[config.mk]
export PLATFORM = sky130hd
export DESIGN_NAME = ssp_irq_ctrl
export DESIGN_NICKNAME = d
export VERILOG_FILES = /design/src/rtl/ssp_irq_pkg.sv /design/src/rtl/ssp_rxto_timer.sv /design/src/rtl/ssp_irq_regs.sv /design/src/rtl/ssp_irq_ctrl.sv
export SDC_FILE = /design/constraint.sdc
export NUM_CORES = 1
export LEC_CHECK = 0
export ABC_AREA = 1
export BUFFER_PORTS_ARGS = -buffer_cell sky130_fd_sc_hd__buf_2
export CAP_MARGIN = 10
export CORE_MARGIN = 10
export CORE_UTILIZATION = 46
export CTS_CLUSTER_SIZE = 25
export DETAILED_ROUTE_END_ITERATION = 6
export GPL_TIMING_DRIVEN = 1
export HOLD_SLACK_MARGIN = 0.1
export PLACE_DENSITY = 0.78
export SETUP_SLACK_MARGIN = 0.05
export SYNTH_ARGS = -nofsm -noshare
export SYNTH_HDL_FRONTEND = slang
export SYNTH_SLANG_ARGS = --single-unit
[constraint.sdc]
create_clock -name clk -period 1.29 [get_ports clk]
set_clock_uncertainty 0.15 [all_clocks]
set_input_delay 0 -clock clk [delete_from_list [all_inputs] [get_ports clk]]
set_output_delay 0 -clock clk [all_outputs]
set_load 0.05 [all_outputs]
[src/rtl/ssp_irq_pkg.sv]
package ssp_irq_pkg;
  localparam int NSRC = 7;
  localparam int NEXT = 5;

  // Raw status bit positions
  localparam int B_OVR   = 0;
  localparam int B_RXTO  = 1;
  localparam int B_RXLVL = 2;
  localparam int B_TXLVL = 3;
  localparam int B_EOT   = 4;
  localparam int B_RXDMA = 5;
  localparam int B_TXDMA = 6;

  // Register word addresses
  localparam logic [1:0] A_MASK = 2'd0;
  localparam logic [1:0] A_RAW  = 2'd1;
  localparam logic [1:0] A_MIS  = 2'd2;
  localparam logic [1:0] A_CLR  = 2'd3;

  typedef logic [NSRC-1:0] srcvec_t;

  // Maps external event input index to raw bit position
  function automatic int ext_pos(input int idx);
    case (idx)
      0:       return B_OVR;
      1:       return B_RXLVL;
      2:       return B_TXLVL;
      3:       return B_RXDMA;
      default: return B_TXDMA;
    endcase
  endfunction
endpackage

[src/rtl/ssp_rxto_timer.sv]
module ssp_rxto_timer #(
  parameter int TO_TICKS = 32
) (
  input  logic clk,
  input  logic rst,
  input  logic rx_empty,
  input  logic rx_push,
  input  logic bit_tick,
  input  logic rearm,
  output logic expire
);
  localparam int CW = $clog2(TO_TICKS + 1);
  localparam logic [CW-1:0] FULL = CW'(TO_TICKS);
  localparam logic [CW-1:0] ONE  = CW'(1);

  logic [CW-1:0] cnt;

  always_ff @(posedge clk) begin
    if (rst)
      cnt <= FULL;
    else if (rx_push || rearm)
      cnt <= FULL;
    else if (!rx_empty && bit_tick && cnt != '0)
      cnt <= cnt - ONE;
  end

  // Last tick of the window while data waits and nothing new arrives
  assign expire = !rx_empty && bit_tick && !rx_push && (cnt == ONE);

  AST_RELOAD_ON_PUSH: assert property (@(posedge clk) disable iff (rst)
    rx_push |=> cnt == FULL);
  AST_HOLD_WHEN_EMPTY: assert property (@(posedge clk) disable iff (rst)
    (rx_empty && !rx_push && !rearm) |=> $stable(cnt));
  AST_NO_TICK_NO_MOVE: assert property (@(posedge clk) disable iff (rst)
    (!bit_tick && !rx_push && !rearm) |=> $stable(cnt));
endmodule

[src/rtl/ssp_irq_regs.sv]
module ssp_irq_regs
  import ssp_irq_pkg::*;
(
  input  logic    clk,
  input  logic    rst,
  input  srcvec_t set_v,
  input  srcvec_t clr_v,
  input  srcvec_t auto_clr,
  input  logic    mask_we,
  input  srcvec_t mask_wd,
  output srcvec_t raw_q,
  output srcvec_t mask_q,
  output logic    irq_q
);
  always_ff @(posedge clk) begin
    if (rst) begin
      raw_q  <= '0;
      mask_q <= '0;
      irq_q  <= 1'b0;
    end else begin
      raw_q <= (raw_q & ~clr_v & ~auto_clr) | set_v;
      if (mask_we)
        mask_q <= mask_wd;
      irq_q <= |(raw_q & mask_q);
    end
  end

  AST_SET_WINS: assert property (@(posedge clk) disable iff (rst)
    (set_v != '0) |=> ((raw_q & $past(set_v)) == $past(set_v)));
  AST_ZERO_CLR_KEEPS: assert property (@(posedge clk) disable iff (rst)
    (set_v == '0 && clr_v == '0 && auto_clr == '0) |=> $stable(raw_q));
  AST_IRQ_TRACKS: assert property (@(posedge clk) disable iff (rst)
    1'b1 |=> (irq_q == |($past(raw_q) & $past(mask_q))));
endmodule

[src/rtl/ssp_irq_ctrl.sv]
module ssp_irq_ctrl
  import ssp_irq_pkg::*;
#(
  parameter int TO_TICKS = 32
) (
  input  logic            clk,
  input  logic            rst,
  input  logic            rx_empty,
  input  logic            rx_push,
  input  logic            bit_tick,
  input  logic            is_master,
  input  logic            tx_last_bit,
  input  logic            tx_empty,
  input  logic [NEXT-1:0] ext_evt,
  input  logic            csr_we,
  input  logic [1:0]      csr_addr,
  input  logic [NSRC-1:0] csr_wdata,
  output logic [NSRC-1:0] csr_rdata,
  output logic            irq
);
  srcvec_t set_v, clr_v, auto_clr, raw_q, mask_q;
  logic    expire, mask_we, rd_irq;

  assign clr_v   = (csr_we && csr_addr == A_CLR) ? csr_wdata : '0;
  assign mask_we = csr_we && (csr_addr == A_MASK);

  always_comb begin
    set_v = '0;
    for (int i = 0; i < NEXT; i++)
      set_v[ext_pos(i)] = ext_evt[i];
    set_v[B_RXTO] = expire;
    set_v[B_EOT]  = is_master && tx_last_bit && tx_empty;
    auto_clr         = '0;
    auto_clr[B_RXTO] = rx_empty;
  end

  ssp_rxto_timer #(.TO_TICKS(TO_TICKS)) u_timer (
    .clk      (clk),
    .rst      (rst),
    .rx_empty (rx_empty),
    .rx_push  (rx_push),
    .bit_tick (bit_tick),
    .rearm    (clr_v[B_RXTO]),
    .expire   (expire)
  );

  ssp_irq_regs u_regs (
    .clk      (clk),
    .rst      (rst),
    .set_v    (set_v),
    .clr_v    (clr_v),
    .auto_clr (auto_clr),
    .mask_we  (mask_we),
    .mask_wd  (csr_wdata),
    .raw_q    (raw_q),
    .mask_q   (mask_q),
    .irq_q    (rd_irq)
  );

  always_ff @(posedge clk) begin
    if (rst)
      csr_rdata <= '0;
    else
      case (csr_addr)
        A_MASK:  csr_rdata <= mask_q;
        A_RAW:   csr_rdata <= raw_q;
        A_MIS:   csr_rdata <= raw_q & mask_q;
        default: csr_rdata <= '0;
      endcase
  end

  assign irq = rd_irq;

  AST_RXTO_GONE_WHEN_EMPTY: assert property (@(posedge clk) disable iff (rst)
    rx_empty |=> !raw_q[B_RXTO]);
  AST_EOT_MASTER_ONLY: assert property (@(posedge clk) disable iff (rst)
    (!is_master && !raw_q[B_EOT]) |=> !raw_q[B_EOT]);
  AST_RXTO_ON_TICK: assert property (@(posedge clk) disable iff (rst)
    $rose(raw_q[B_RXTO]) |-> $past(bit_tick));
endmodule

# Word level (Yosys, flattened, before mapping)
# Cells that the tools add are included.
# classes
n_bitwise	6
n_reduce_logical	15
muxes	2
n_eq_ne	4
addsub	1
# ops
cell	count
$and A7 B7 Y7	3
$pmux W7 S3	1
$logic_and A1 B1 Y1	8
$mux W7	1
$not A2 Y7	1
$not A7 Y7	1
$or A7 B7 Y7	1
$reduce_or A7 Y1	1
$eq A6 B1 Y1 const B	1
$reduce_bool A6 Y1	1
$sub A6 B1 Y6 const B	1
$eq A2 B2 Y1 const B	2
$eq A2 B1 Y1 const B	1
$logic_not A1 Y1	2
$logic_not A2 Y1	1
$reduce_or A2 Y1	1
$logic_or A1 B1 Y1	1
# word_totals
wordCells	33
output_inout_bits	8
ff_bits	28

# Longest topological paths before layout
# logic_depth
word_depth	7
ltp_mapped	8

# Cells and area by module
# Synthesis repeated with hierarchy kept, for this count alone.
# hier_totals
hier_cells	218
hier_area_um2	1500.2
# by_module_without_submodules
mod	area_each_um2	seq_area_each_um2	cells_each	instances
ssp_irq_regs	635.6	300.3	81	1
ssp_irq_ctrl	465.4	140.1	80	1
ssp_rxto_timer	399.1	120.1	57	1

# Least setup slack after synthesis
# Ideal clock, no wire load.
# synth_path
path_type	reg2reg
startpoint	register u_timer.cnt[0]
endpoint	register u_timer.cnt[1]
t_arrival_ns	1.015
path_slack_ns	0.012
n_path_buf	0
period_less_slack_ns	1.278
path_stages_with_launch	9
path_cell_list	dfxtp_1 > inv_1 > ha_1 > nand3_2 > nand2_2 > inv_2 > nand2_1 > nand2_1 > nor2_1
# synth_between
elab_chain_cells	2
elab_cells_between_ends	3
classes_between	add/sub (1); reduce/logical (2)
# synth_rtl
element	line_no	rtl
from (decl)	ssp_rxto_timer.sv:16	logic [CW-1:0] cnt;
from (signal assigned)	ssp_rxto_timer.sv:24	cnt <= cnt - ONE;
parallel branches: the longest is 2 deep, another holds $sub A6 B1 Y6	-	
# Parallel ways; which one is timed is not known.
# A chain may end at the register's enable or synchronous reset.

# Worst setup path after layout
# layout_path
startpoint	register u_timer.cnt[0]
endpoint	register u_timer.cnt[2]
# The elaborated chain is that of the path after synthesis.

==> results by group <==
GRT
  – Congestion Overflow GR: 0
  – Met3 Usage GRT: 4.218%
  – Initial antenna violation count: 0
  – Met1 Use GR: 13.24%
  – Vias in the first global route: 1248
  – Pin count of the biggest net entering global routing: 17
  – First-pass GRT wire length: 5.368 mm
  – Total track usage: 12.25%
  – M2 GR Usage: 22.35%
  – Busiest layer in global routing: met2

Run
  – Max Cap Viol: 0

Floorplanning
  – DIE AREA: 5281 µm²
  – Initial Utilization: 47.09%
  – Die height: 72.67 µm
  – CORE AREA: 2710 µm²
  – Io pins: 31
  – Die width: 72.67 µm
  – Std cell rows: 19

Finish
  – Fillers: 216
  – Ant diodes: 0
  – Area growth syn-to-layout: 44.41%
  – Fraction of layout cells with a size suffix above 1: 33.93%
  – Final Instance Area: 1843 µm²
  – Final instance count without filler cells: 255
  – # nets final: 251

Clock tree
  – CTS tree: built
  – Worst skew pair latency: 0.33 ns
  – Clock root buffer master: clkbuf_4
  – CTS Sinks: 28
  – Clock slew at reported path FFs: 0.15 ns
  – H-Tree Depth: 1
  – CTS Buf Count: 3
  – Longest Clk Path Bufs: 2

Synth
  – Post-synth top area share: 43.92%
  – Cell variety after synth: 24
  – Async set-reset flop share out of synthesis: 0%
  – Number of synthesized register bits: 28
  – Mapped Cells: 164
  – Post-Syn Nets: 190
  – Top post-synthesis cells by area: dfxtp_1 44%, nand2_1 9.7%, a21oi_2 6.9%
  – Synth cell count leaders: 33 x nand2_1, 28 x dfxtp_1, 17 x o21ai_0
  – Top-count cell post-synth: nand2_1
  – Yosys top cell by area: dfxtp_1
  – Most used flip-flop cell after synthesis: dfxtp_1
  – Synthesized area: 1276 µm²
  – Syn avg cell area: 7.782 µm²
  – Post-synthesis sequential area ratio: 43.92%
  – EDFF count, synth: 0
  – Yosys warns: 0

Route
  – Vias per cell: 5.075
  – 1st-pass router iterations: 4
  – DR WL/cell: 13.22 µm
  – Drt initial violations: 130
  – Vias post-DR: 1294
  – Final ANT Viol Nets: 0
  – Final wirelength: 3.371 mm
  – DRC: 0

Worst setup path
  – Crit path launch type: flip-flop
  – CP max stage cell: dfxtp_2
  – Critical Path RT: 1.41 ns
  – Crit-path max FO: 4
  – Arrival time worst endpoint: 1.37 ns
  – Crit-path max cell delay: 0.36 ns
  – CP endpoint kind: flip-flop
  – Worst path cell trace: inv_4 -> ha_2 -> xor2_1 -> nand3_1 -> a21oi_1
  – Worst setup path class: flip-flop to flip-flop

Timing
  – Hold Vio Cnt, Final: 0
  – Tightest Pin Transition: 0.3863 ns
  – Min cycle time layout: 1.254 ns
  – Final Setup Violations: 0
  – Setup TNS Final: 0 ns
  – Max Fclk: 797.3 MHz
  – Final period util: 97.22%
  – Max-slew violation count: 0
  – Fin worst setup slack: 0.03583 ns
  – Relative slew slack: 74.24%
  – Unrepaired setup endpoints after global routing: yes

Power and ir drop
  – Clock network power share: 31.2%
  – P_int: 1376 µW
  – Comb pwr share: 18.4%
  – P_leak: 0.0008301 µW
  – Final Power: 1857 µW
  – Switching share of power: 25.88%
  – Share of power burned in registers: 50.4%
  – Max VDD drop: 0.001156 V
  – Switch Pwr: 480.7 µW
  – Pwr dens: 1008 nW/µm²

Place
  – Cell Area, Placed: 1485 µm²
  – Placer Congestion: 0.9095
  – Dpl cells: 227
  – Dpl hpwl: 2.202 mm
  – Worst slack, placed: -0.008587 ns
  – Input/output buffers: 30

Worst hold path
  – Hold Crit Class: input pin to flip-flop

Run status
  – Status: complete, no violations
layout by cell type, fill, tap and decap left out, drive strengths merged:
cell	Yosys	final
nand3	8	8
bufinv	0	1
o21a	1	1
buf	3	37
a21oi	24	24
nor2	11	11
nand4	4	4
inv	20	20
o21ai	20	20
ha	3	3
nand2	35	35
dlygate4sd3	0	23
nand3b	3	3
xor2	1	1
or2	1	1
nor3	1	1
clkbuf	1	3
dfxtp	28	28
stage by stage:
step                      hold slack [ns]  util [%]
after floorplan                  -0.01603         -
after global placement            0.09126     54.80
after detailed placement          0.09528     54.80
after CTS                          0.1020     66.02
after global routing               0.1198     68.01
final                              0.1091     68.01
logic make-up after synthesis:
kind of cell	count (synthesis)	synth area share, %
AO/OA/AOI/OAI	45	21.67
XOR/XNOR	1	0.6864
adder cells (fa/ha/maj)	3	2.941
buffers and inverters	24	7.941
flip-flops	28	43.92
AND/OR/NAND/NOR	63	22.84
critical path, delay by kind of cell (launching register included):
kind	cells	cell delay, ns
adders and majority gates	1	0.21
and+or+nand+nor	1	0.09
DFF	1	0.36
xor gates and xnor gates	1	0.15
buffers and inverters	1	0.07
AOI/OAI and AO/OA	1	0.16
power by group through the flow:
stage	clock network, µW	logic, µW	registers [µW]
after detailed placement	0	263	952
after global placement	0	261	950
after global routing	620	375	943
after CTS	588	323	933
after floorplan	0	146	980
final	579	341	936
path summary, 6_finish.rpt:
path,start,endpoint,slack (ns),cells past startpoint
max,u_timer.cnt[0]$_SDFFE_PP0P_,u_timer.cnt[2]$_SDFFE_PP0P_,0.04,5
min,csr_addr[0],u_regs.raw_q[0]$_SDFF_PP0_,0.11,4
max reg2reg,u_timer.cnt[0]$_SDFFE_PP0P_,u_timer.cnt[2]$_SDFFE_PP0P_,0.04,5
min reg2reg,u_regs.mask_q[3]$_SDFFE_PP0P_,csr_rdata[3]$_SDFF_PP0_,0.35,2
final cells by class:
class | count | area, µm² | area share, %
Inverter | 20 | 85.08 | 4.616
Timing Repair Buffer | 60 | 432.9 | 23.49
Tap cell | 31 | 38.79 | 2.105
Sequential cell | 28 | 565.5 | 30.69
Multi-Input combinational cell | 112 | 668.1 | 36.25
Clock inverter | 1 | 30.03 | 1.629
Clock buffer | 3 | 22.52 | 1.222
state kept, by name (all words and copies together) (netlist names):
name	flops
u_regs.raw_q	7
u_timer.cnt	6
u_regs.irq_q	1
csr_rdata	7
u_regs.mask_q	7
timing repair:
action,in CTS,in global routing
pin swaps,0,1
setup buffers,1,0
endpoints found under the hold margin,28,1
gates resized for setup,8,15
hold buffers,22,2
setup endpoints to repair,6,14
routing by layer:
| layer | up-vias | share of wire (%) | wire length [µm] |
|---|---|---|---|
| li1 | 659 | - | - |
| met3 | 6 | 5.4 | 181 |
| met1 | 598 | 40 | 1352 |
| met4 | 0 | 1.3 | 43 |
| met5 | - | 0 | 0 |
| met2 | 31 | 53 | 1793 |
Power figures use the tool's default switching activity.
